--- config.mk ---
export PLATFORM = sky130hd
export DESIGN_NAME = pipe_read_master
export DESIGN_NICKNAME = d
export VERILOG_FILES = /design/src/rtl/pipe_read_master.sv
export SDC_FILE = /design/constraint.sdc
export NUM_CORES = 1
export LEC_CHECK = 0
export BUFFER_PORTS_ARGS = -buffer_cell sky130_fd_sc_hd__buf_2
export CAP_MARGIN = 20
export CELL_PAD_IN_SITES_DETAIL_PLACEMENT = 0
export CELL_PAD_IN_SITES_GLOBAL_PLACEMENT = 1
export CORE_MARGIN = 2
export CORE_UTILIZATION = 38
export DETAILED_ROUTE_END_ITERATION = 10
export PLACE_DENSITY_LB_ADDON = 0.1
export SLEW_MARGIN = 10
export SYNTH_ARGS = -nofsm -noshare
export SYNTH_HDL_FRONTEND = slang
export SYNTH_SLANG_ARGS = --single-unit
--- constraint.sdc ---
create_clock -name clk -period 2.98 [get_ports clk]
set_clock_uncertainty 0.1 [all_clocks]
set_input_delay 0.596 -clock clk [delete_from_list [all_inputs] [get_ports clk]]
set_output_delay 0.596 -clock clk [all_outputs]
set_load 0.05 [all_outputs]
--- src/rtl/pipe_read_master.sv ---
module pipe_read_master #(
  parameter int AW       = 32,
  parameter int DW       = 32,
  parameter int CW       = 16,
  parameter int MAX_PEND = 4
) (
  input  logic          clk,
  input  logic          rst_n,
  input  logic          start,
  input  logic [AW-1:0] base_addr,
  input  logic [CW-1:0] word_count,
  output logic          busy,
  output logic          done,
  output logic          rd_req,
  output logic [AW-1:0] rd_addr,
  input  logic          rd_wait,
  input  logic          rd_valid,
  input  logic [DW-1:0] rd_data,
  output logic          out_valid,
  output logic [DW-1:0] out_data
);
  localparam int BYTES = DW / 8;
  localparam int PW    = $clog2(MAX_PEND + 1);

  logic          run;
  logic          done_q;
  logic [AW-1:0] addr_q;
  logic [CW-1:0] issue_left;
  logic [CW-1:0] recv_left;
  logic [PW-1:0] pend;

  logic accept, beat, last;

  assign rd_req    = run && (issue_left != '0) && (pend < PW'(MAX_PEND));
  assign rd_addr   = addr_q;
  assign accept    = rd_req && !rd_wait;
  assign beat      = run && rd_valid;
  assign last      = beat && (recv_left == CW'(1));
  assign busy      = run;
  assign done      = done_q;
  assign out_valid = beat;
  assign out_data  = rd_data;

  always_ff @(posedge clk or negedge rst_n) begin
    if (!rst_n) begin
      run        <= 1'b0;
      done_q     <= 1'b0;
      addr_q     <= '0;
      issue_left <= '0;
      recv_left  <= '0;
      pend       <= '0;
    end else begin
      done_q <= 1'b0;
      if (!run) begin
        if (start) begin
          addr_q     <= base_addr;
          issue_left <= word_count;
          recv_left  <= word_count;
          pend       <= '0;
          if (word_count == '0) done_q <= 1'b1;
          else                  run    <= 1'b1;
        end
      end else begin
        if (accept) begin
          addr_q     <= addr_q + AW'(BYTES);
          issue_left <= issue_left - CW'(1);
        end
        if (beat) recv_left <= recv_left - CW'(1);
        pend <= pend + PW'(accept) - PW'(beat);
        if (last) begin
          run    <= 1'b0;
          done_q <= 1'b1;
        end
      end
    end
  end
endmodule

; ---- Word level (Yosys, flattened, before mapping)
; Index checks and enable logic that the tools add are counted.
[word_totals]
output_inout_bits = 68
word_cells = 44
input_bits = 85
ff_bits = 69
[classes]
muxes = 18
n_lt_le_gt_ge = 1
n_eq_ne = 3
n_addsub = 5
reduce_logical = 11
[op_table]
columns = cell, count
row1 = $mux 32, 3
row2 = $mux 16, 5
row3 = $add 32x3->32 const B, 1
row4 = $sub 16x1->16 const B, 2
row5 = $eq 16x1->1 const B, 1
row6 = $logic_not 16->1, 1
row7 = $reduce_bool 16->1, 1
row8 = $mux 1, 8
row9 = $mux 3, 2
row10 = $logic_and 1x1->1, 5
row11 = $ne 2x1->1 const B, 2
row12 = $reduce_and 2->1, 2
row13 = $add 3x1->3, 1
row14 = $lt 3x3->1 const B, 1
row15 = $sub 3x1->3, 1
row16 = $reduce_bool 2->1, 1
row17 = $logic_not 1->1, 1

; ---- Depth between registers and ports, before layout
; Gate-level depths: netlist (run 1).
[depth]
word_depth = 7
depth_mapped = 15
ltp_nobuf = 14

; ---- Worst setup path before layout (run 1)
; OpenSTA, ideal clock, no wires.
[synth_timing]
path_type = register to output
from = register run, in the netlist busy
to = output rd_req
path_stages_with_launch = 6
t_arrival_ns = 2.589
slack_ns = -0.305
path_buffers = 3
required_time_ns = 2.284
cell_sequence = dfrtp_1 > clkbuf_1 > inv_1 > clkbuf_1 > clkbuf_1 > nor3_1
[synth_between]
elab_chain_cells = 2
[synth_lines]
columns = element, line_no
row1 = "start, declared", 25  ; logic run;
row2 = "start signal, assigned", 46  ; run <= 1'b0;
row3 = "start signal, assigned", 61  ; else run <= 1'b1;
row4 = "start signal, assigned", 71  ; run <= 1'b0;
row5 = $logic_and 1x1->1 (2 in series), 34  ; assign rd_req = run && (issue_left != '0) && (pend < PW'(MAX_PEND));
row6 = "end, declared", 14  ; output logic rd_req,
; Every way passes these cells.

; ---- Worst setup path after layout (run 1)
[layout_timing]
from = register issue_left[0]
to = register pend[2]
[layout_between]
elab_chain_cells = 7
[layout_lines]
columns = element, line_no
row1 = "start, declared", 28  ; logic [CW-1:0] issue_left;
row2 = "start signal, assigned", 57  ; issue_left <= word_count;
row3 = "start signal, assigned", 66  ; issue_left <= issue_left - CW'(1);
row4 = $reduce_bool 16->1, 34
row5 = $logic_and 1x1->1 (2 in series), 34
row6 = $logic_and 1x1->1, 36  ; assign accept = rd_req && !rd_wait;
row7 = $add 3x1->3, 69  ; pend <= pend + PW'(accept) - PW'(beat);
row8 = $sub 3x1->3, 69
row9 = $mux 3, 54  ; if (!run) begin
row10 = "end signal, assigned", 69
row11 = "end, declared", 30  ; logic [PW-1:0] pend;
; Every way passes these cells.
; A chain may end at the register's enable or synchronous reset.

==> qor.csv, run 1 <==
metric,value,unit
pin_count,153,
numCtsBuffers,9,
die-area,13300,um2
worst_slack,0.200,ns
post-route-drc-count,0,
drtPass1Iterations,8,
r2r_slack,0.20,ns
met3_usage,0.0416,
track_usage,0.231,
period_share,0.933,
syn-instance-count,540,
layout.nets,690,
synth_compound_area_frac,0.200,
whs,0.170,ns
cts_max_level,3,
areaGrowthSynthToFinish,15.6,%
start_util,0.389,
p_leak,2.30,nW
dp_slack,0.0800,ns
first_iter_violations,263,
dp_hpwl,10200,um
path_depth,14,
endpoint,pend[2],
use_met1,0.333,
ys_seq_area_frac,0.368,
synth_edf_count,0,
synthMuxAreaShare,0.0328,
drive_gt1_frac,0.233,
syn_nets,633,
drv_slew,0,
synthFlopType,dfrtp_1,
drv_cap,0,
grt_use_met2,0.345,
cp.required,3.08,ns
synth_fa_ha_area_frac,0.0229,
grt_max_degree,70,
grt_pass1_wl,23600,um
crit_path_max_incr_delay,0.38,ns
vdd_drop_max,0.599,mV
min_period,2.78,ns
wire_per_inst,19.1,um
antenna_found_initial,0,
port_buffers,88,
powerDensity,920,nW/um2
overflow,0,
avgSynthCellArea,8.70,um2
outcome,finished clean,
globalplace.congestion,0.834,
reg2reg_depth,14,
clk_path_buf_depth,2,
netlist_area,4700,um2
path_clk_slew,0.06,ns
cts-root-buf,clkbuf_16,
crit_slowest_cell,dfrtp_1,
clock_latency,0.34,ns
cts_sinks,69,
yosys.area_share.simple,0.260,
die-height,115,um
cts_tree,yes,
vias_per_cell,5.77,
path_class,register to register,
dp.cells,754,
critPathArrivalTime,2.88,ns
reg2reg_to,pend[2],
coreArea,12100,um2
cts_setup_buffers,0,
hp-class,primary input to async pin,
drt_wl_total,14700,um
fin_cells,770,
synth_top_family_by_area,simple AND/OR/NAND/NOR gates,
synth_xor_area_frac,0.0242,
ys_warn_count,0,
num_vias,4441,
critical_path.top_delay_family,adder cells,
die_width,115,um
rows,40,
top_usage_layer,met2,
fmax,360,MHz
antennaDiodeCount,0,
yosysUniqueCellTypes,65,
ys_ff_latch,69,
critPathLaunchType,register,
crit_fanout,4,
worst_pin_slew,0.655,ns
relSlewSlack,0.560,
path_buf_inv,4,
setup_viol,0,
synthArstFlopShare,1.00,
r2r-start,issue_left[0],
antenna_left,0,
cts_hold_buffers,0,
grt_pass1_vias,4253,
crit_start,issue_left[0],
end_kind,register,
hold_violations,0,
worstPathCellList,"inv_1, ha_1, nor4b_4, and4_4, nor2_8, inv_2, ha_1, inv_1, ha_1, inv_1, fa_1, xor2_1, xnor2_1, o22ai_1",
## cells in the final DEF, fill, tap and decap left out, types with 13 or more instances in the layout
cell	netlist	routed
nand2_1	47	47
buf_4	36	20
inv_1	13	13
nor2_1	37	37
nand3_1	30	30
nand4_1	20	20
buf_2	6	88
o22ai_1	19	19
nor3_1	16	15
a21oi_1	36	36
o21ai_0	22	22
dfrtp_1	69	68
## state kept, by name, summed over array words and instances (netlist names)
signal	cells
busy	1
done	1
issue_left	16
pend	3
rd_addr	32
recv_left	16
## power breakdown
group	total, W	internal (W)	switching (W)	leakage, nW
sequential	0.00180	0.00128	0.000513	0.805
combinational	0.00217	0.000742	0.00143	1.36
clock	0.00102	0.000609	0.000414	0.134
total	0.00499	0.00264	0.00236	2.30
## worst reg2reg max path, cell delays in order, from the launching register on
cell     delay (ns)
dfrtp_1        0.38
inv_1          0.11
ha_1           0.16
nor4b_4        0.23
and4_4         0.32
nor2_8         0.04
inv_2          0.07
ha_1           0.22
inv_1          0.05
ha_1           0.13
inv_1          0.04
fa_1           0.37
xor2_1         0.18
xnor2_1        0.14
o22ai_1        0.09
## how the worst min path moves through the flow
stage	slack, ns	start	depth (start not counted)	end
2_1_floorplan	0.20	rst_n	0	busy
3_3_place_gp	0.36	rd_addr[1]	2	rd_addr[1]
3_5_place_dp	0.36	rd_addr[1]	2	rd_addr[1]
4_1_cts	0.21	rst_n	2	recv_left[3]
5_1_grt	0.22	rst_n	2	recv_left[6]
6_report	0.17	rst_n	2	recv_left[4]
## area by class of cell
cell class,count,area (um2)
fillers,1213,6630
multi-input cells,394,2550
flip-flops and latches,69,1730
repair buffers,109,611
clock buffers,15,268
well taps,168,210
inverters,14,52.6
clock inverters,1,5.00
## routing by layer
metal	part of all wire	up-vias
met3	0.058	24
li1	-	2104
met2	0.46	152
met4	0.019	0
met5	0	-
met1	0.47	2161
## synthesized netlist by cell type, types with 3 or more instances
| master | instances | area (um2) |
|---|---|---|
| dfrtp_1 | 69 | 1730 |
| nand2_1 | 47 | 176 |
| nor2_1 | 37 | 139 |
| a21oi_1 | 36 | 180 |
| buf_4 | 36 | 270 |
| nand3_1 | 30 | 150 |
| o21ai_0 | 22 | 110 |
| nand4_1 | 20 | 125 |
| clkbuf_1 | 19 | 71.3 |
| o22ai_1 | 19 | 119 |
| nor3_1 | 16 | 80.1 |
| inv_1 | 13 | 48.8 |
| mux2i_1 | 12 | 120 |
| nor4_1 | 12 | 75.1 |
| nand2b_1 | 9 | 56.3 |
| o21ai_1 | 8 | 40.0 |
| xor2_1 | 8 | 70.1 |
| a31oi_1 | 7 | 43.8 |
| ha_1 | 7 | 87.6 |
| a21o_1 | 6 | 45.0 |
| buf_2 | 6 | 30.0 |
| a211oi_1 | 5 | 37.5 |
| nor2b_1 | 5 | 31.3 |
| o22a_1 | 5 | 43.8 |
| or4_1 | 5 | 37.5 |
| xnor2_1 | 5 | 43.8 |
| a22oi_1 | 4 | 30.0 |
| and3_1 | 4 | 25.0 |
| nand4_2 | 4 | 50.1 |
| o211ai_1 | 4 | 30.0 |
| o221a_1 | 4 | 45.0 |
| a221o_1 | 3 | 30.0 |
| mux2_1 | 3 | 33.8 |
| nor3b_1 | 3 | 22.5 |
| nor4_4 | 3 | 63.8 |
| o21a_1 | 3 | 22.5 |
| o31ai_1 | 3 | 22.5 |
| or3_1 | 3 | 18.8 |
## per-stage QoR
| step | util | instance area (um2) | TNS [ns] | power, W |
|---|---|---|---|---|
| floorplan | - | 4700 | 0 | 0.00343 |
| global placement | 0.427 | 5140 | 0 | 0.00394 |
| detailed placement | 0.427 | 5140 | 0 | 0.00397 |
| CTS | 0.449 | 5420 | 0 | 0.00501 |
| global route | 0.450 | 5430 | -0.000513 | 0.00534 |
| finish | 0.450 | 5430 | 0 | 0.00499 |
## logic make-up (layout without fill, tap and decap cells)
kind of cell | count (synthesis) | after routing
simple gates | 214 | 214
compound gates | 144 | 144
buf+inv | 77 | 139
flops | 69 | 69
mux | 15 | 15
xor+xnor | 13 | 13
fa+ha+maj | 8 | 8
## what timing repair did
item / 4_1_cts / 5_1_grt
endpoints found under the setup margin: 0 / 1
hold endpoints to repair: 0 / 0
gates resized for setup: 0 / 3
Note: power is estimated with default switching activity, not from simulation.
==> run 2, diff against run 1 <==
Settings changed: REMOVE_ABC_BUFFERS from default to 1.
==> qor.csv, run 2 (same netlist as run 1, synthesis figures left out) <==
metric,value,unit,change
outcome,finished clean,,
rsz0062_at_grt,false,,
dp_hpwl,11300,um,+11%
highest_layer,met4,,
cts-root-buf,clkbuf_16,,
grt_pass1_vias,4263,,+0.24%
seq_area,1730,um2,unchanged
crit_fanout,4,,unchanged
reg2reg_depth,14,,unchanged
hold_violations,0,,unchanged
clk_path_buf_depth,2,,unchanged
p_clk_frac,0.199,,-0.006
vdd_drop_max,0.511,mV,-15%
tns,0,ns,unchanged
areaGrowthSynthToFinish,15.7,%,about the same
path_class,register to register,,
cts_max_level,3,,unchanged
port_buffers,88,,unchanged
fmax,357,MHz,-0.66%
vias_per_cell,5.79,,+0.46%
mostFrequentLayoutCell,buf_2,,
cp.required,3.08,ns,about the same
num_vias,4473,,+0.72%
fin_cells,772,,+0.26%
dp.cells,757,,+0.40%
coreArea,12100,um2,unchanged
drt_wl_total,15400,um,+4.8%
pwr-share-comb,0.440,,+0.005
multi_input_area,2550,um2,-0.20%
track_usage,0.238,,+0.00676
setup_viol,0,,unchanged
rows,40,,unchanged
switchingPower,0.00235,W,-0.17%
die-height,115,um,unchanged
intPower,0.00260,W,-1.2%
min_period,2.80,ns,+0.0185 ns
cts_tree,yes,,
antenna_found_initial,0,,unchanged
antenna_left,0,,unchanged
route.met3.wl,1250,um,+45%
drv_slew,0,,unchanged
drtPass1Iterations,4,,-4
relSlewSlack,0.502,,-0.0579
pin_count,153,,unchanged
largest_reg_flops,32,,unchanged
drv_cap,0,,unchanged
worst_pin_slew,0.740,ns,+0.0850 ns
antennaDiodeCount,0,,unchanged
powerDensity,912,nW/um2,-0.83%
path_clk_slew,0.06,ns,about the same
die_width,115,um,unchanged
start_util,0.389,,unchanged
grt_max_degree,49,,-30%
seq_power_share,0.361,,about the same
swShare,0.475,,+0.00269
fill_cells,1210,,-0.25%
numCtsBuffers,9,,unchanged
period_share,0.939,,+0.00621
wl_met1,7490,um,+9.3%
grt_pass1_wl,23900,um,+1.1%
critPathArrivalTime,2.90,ns,+0.02 ns
clock_latency,0.34,ns,about the same
die-area,13300,um2,unchanged
cts_hold_buffers,0,,unchanged
critPathLaunchType,register,,
total_power,0.00496,W,-0.74%
final_cell_mix,"88 x buf_2, 68 x dfrtp_1, 47 x nand2_1",,
route.met2.wl,6430,um,-4.2%
p_leak,2.31,nW,+0.32%
first_iter_violations,327,,+24%
cts_setup_buffers,0,,unchanged
ctsResizeCount,0,,unchanged
drive_gt1_frac,0.235,,+0.00254
cts_sinks,69,,unchanged
wire_per_inst,20.0,um,+4.5%
overflow,0,,unchanged
globalplace.congestion,0.863,,+3.4%
hp-class,primary input to async pin,,
layout.nets,693,,+0.43%
post-route-drc-count,0,,unchanged
end_kind,register,,
[run 2: critical path, cell delays in order, from the launching register on]
cell,delay (ns)
dfrtp_1,0.39
inv_1,0.11
ha_1,0.16
nor4b_4,0.23
and4_4,0.31
nor2_8,0.04
inv_2,0.09
ha_1,0.23
inv_1,0.05
ha_1,0.12
inv_1,0.04
fa_1,0.36
xor2_1,0.19
xnor2_1,0.14
o22ai_1,0.10
[run 2: cell type report]
class                      count  share of cell area
clock buffer                  13              0.0461
clock inverter                 2             0.00184
inverter                      14             0.00967
multi-input combinational    394               0.469
sequential                    69               0.318
tap                          168              0.0387
timing repair buffer         112               0.117
[run 2: through the flow]
step	utilization	setup WS, ns	hold WS, ns	cell area [um2]
finish	0.451	0.181	0.0569	5430
global route	0.451	0.00197	0.0779	5430
CTS	0.450	0.0607	0.0579	5420
detailed placement	0.428	0.0774	0.369	5160
global placement	0.428	0.130	0.357	5160
floorplan	-	-1.68	0.200	4320
[run 2: path summary, 6_finish.rpt]
kind                                from            to  slack [ns]
setup / recovery           issue_left[0]       pend[2]        0.18
setup reg to reg           issue_left[0]       pend[2]        0.18
hold reg to reg               rd_addr[0]    rd_addr[0]        0.38
max in group asynchronous          rst_n          busy        2.05
min in group clk            base_addr[0]    rd_addr[0]        0.34
hold / removal                     rst_n  recv_left[6]        0.06
[run 2: per-layer routing]
| metal | vias up | track usage |
|---|---|---|
| met4 | 0 | 0.0835 |
| li1 | 2111 | - |
| met5 | - | 0.00741 |
| met2 | 178 | 0.331 |
| met1 | 2167 | 0.352 |
| met3 | 17 | 0.0648 |
[run 2: power by group through the flow]
stage | logic, W | clock network, W | registers [W]
5_1_grt | 0.00239 | 0.00105 | 0.00186
2_1_floorplan | 0.00102 | 0 | 0.00226
3_3_place_gp | 0.00215 | 0 | 0.00177
4_1_cts | 0.00219 | 0.00101 | 0.00178
3_5_place_dp | 0.00218 | 0 | 0.00180
6_report | 0.00218 | 0.000985 | 0.00179
==> run 3, diff against run 2 <==
Settings changed: CORE_UTILIZATION 38 to 34, SETUP_SLACK_MARGIN from default to 0.05.
Clock period 2.98 ns to 2.35 ns, I/O delays scaled along.
==> qor.csv, run 3 (same netlist as run 1, synthesis figures left out) <==
metric,value,unit,change
antenna_left,0,,unchanged
coreArea,13300,um2,+11%
fmax,394,MHz,+10%
worst_slack,-0.191,ns,-0.372 ns
crit_start,issue_left[3],,
final_util,0.449,,-0.00114
grt_pass1_vias,4604,,+8.0%
largest_reg_flops,32,,unchanged
port_buffers,88,,unchanged
antennaDiodeCount,0,,unchanged
cts_hold_buffers,0,,unchanged
path_clk_slew,0.06,ns,about the same
cp.required,2.47,ns,-0.61 ns
final_cell_mix,"87 x buf_2, 70 x buf_4, 68 x dfrtp_1",,
die-area,14800,um2,+11%
drtPass1Iterations,5,,+1
cts-root-buf,clkbuf_16,,
reg2reg_depth,12,,-2
die-height,122,um,+5.5%
grt_max_degree,70,,+43%
dp_hpwl,12000,um,+6.2%
numCtsBuffers,9,,unchanged
drt_wl_total,17000,um,+10%
min_period,2.54,ns,-0.258 ns
route.met3.wl,1240,um,-1.0%
globalplace.congestion,0.918,,+6.4%
r2r_slack,-0.19,ns,-0.37 ns
dp.cells,801,,+5.8%
drv_cap,0,,unchanged
drv_slew,0,,unchanged
outcome,"complete, but fails checks",,
period_share,1.08,,+0.142
wire_per_inst,20.5,um,+2.5%
grt_pass1_wl,26800,um,+12%
hp-class,primary input to async pin,,
first_iter_violations,367,,+12%
reg2reg_to,pend[2],,
layout.nets,744,,+7.4%
clock_latency,0.35,ns,about the same
worst_pin_slew,0.538,ns,-0.202 ns
overflow,0,,unchanged
drive_gt1_frac,0.324,,+0.0886
violations,setup timing,,
dp_slack,-0.438,ns,-0.515 ns
mostFrequentLayoutCell,buf_2,,
vdd_drop_max,0.625,mV,+22%
pin_count,153,,unchanged
num_vias,4692,,+4.9%
wl_met1,8070,um,+7.8%
hold_violations,0,,unchanged
setup_viol,3,,+3
cts_max_level,3,,unchanged
r2r-start,issue_left[3],,
cts_tree,yes,,
start_util,0.352,,-0.0375
powerDensity,1140,nW/um2,+25%
vias_per_cell,5.65,,-2.6%
rsz0062_at_grt,true,,
areaGrowthSynthToFinish,27.7,%,
crit_fanout,2,,-2
critPathArrivalTime,2.66,ns,-0.24 ns
end_kind,register,,
post-route-drc-count,0,,unchanged
p_leak,2.60,nW,+13%
die_width,122,um,+5.5%
rows,42,,+5.0%
route.met2.wl,7490,um,+17%
antenna_found_initial,0,,unchanged
track_usage,0.240,,+0.00149
cts_sinks,69,,unchanged
fin_cells,831,,+7.6%
path_class,register to register,,
clk_path_buf_depth,2,,unchanged
relSlewSlack,0.638,,+0.136
highest_layer,met4,,
critPathLaunchType,register,,
-- run 3: power breakdown --
| group | switching (W) | internal, W |
|---|---|---|
| Sequential | 0.000550 | 0.00163 |
| Combinational | 0.00207 | 0.00129 |
| Clock | 0.000535 | 0.000764 |
-- run 3: how the worst max path moves through the flow --
| stage | to | cells after the start |
|---|---|---|
| detailed placement | pend[2] | 14 |
| floorplan | rd_req | 2 |
| CTS | pend[2] | 12 |
| global placement | pend[2] | 14 |
| finish | pend[2] | 12 |
| global route | pend[2] | 14 |
-- run 3: cell type report --
type / instances / area (um2)
clock inverter: 2 / 10.0
timing repair buffer: 163 / 1080
sequential: 69 / 1730
tap: 176 / 220
clock buffer: 13 / 260
multi-input combinational: 394 / 2650
fill: 1376 / 7350
inverter: 14 / 55.1
-- run 3: through the flow --
stage                     TNS, ns  hold slack [ns]  cell area (um2)  power, W
after detailed placement   -0.648            0.359             5480   0.00534
after global routing       -0.652            0.103             6000   0.00732
after CTS                  -0.448           0.0721             5900   0.00684
after global placement     -0.565            0.354             5480   0.00528
after floorplan            -81.06           0.0744             4320   0.00415
final                      -0.310           0.0542             6000   0.00684
-- run 3: critical path, cell delays in order, from the launching register on --
cell and delay (ns):
dfrtp_1 0.40, nor4_4 0.37, and4_4 0.32, nor2_8 0.04, inv_4 0.06, ha_4 0.20, inv_2 0.06, ha_4 0.12
inv_2 0.03, fa_2 0.32, xor2_1 0.16, xnor2_1 0.14, o22ai_1 0.09
-- run 3: routing by layer --
layer,track usage,vias to the layer above
li1,-,2215
met1,0.346,2302
met2,0.352,164
met3,0.0655,11
met4,0.0668,0
met5,0,-
-- run 3: timing repair --
action                     CTS  global route
resized for setup           19             9
setup endpoints to repair    3            20
gates cloned                 0             1
pin swaps                   10             6
setup buffers               11             6
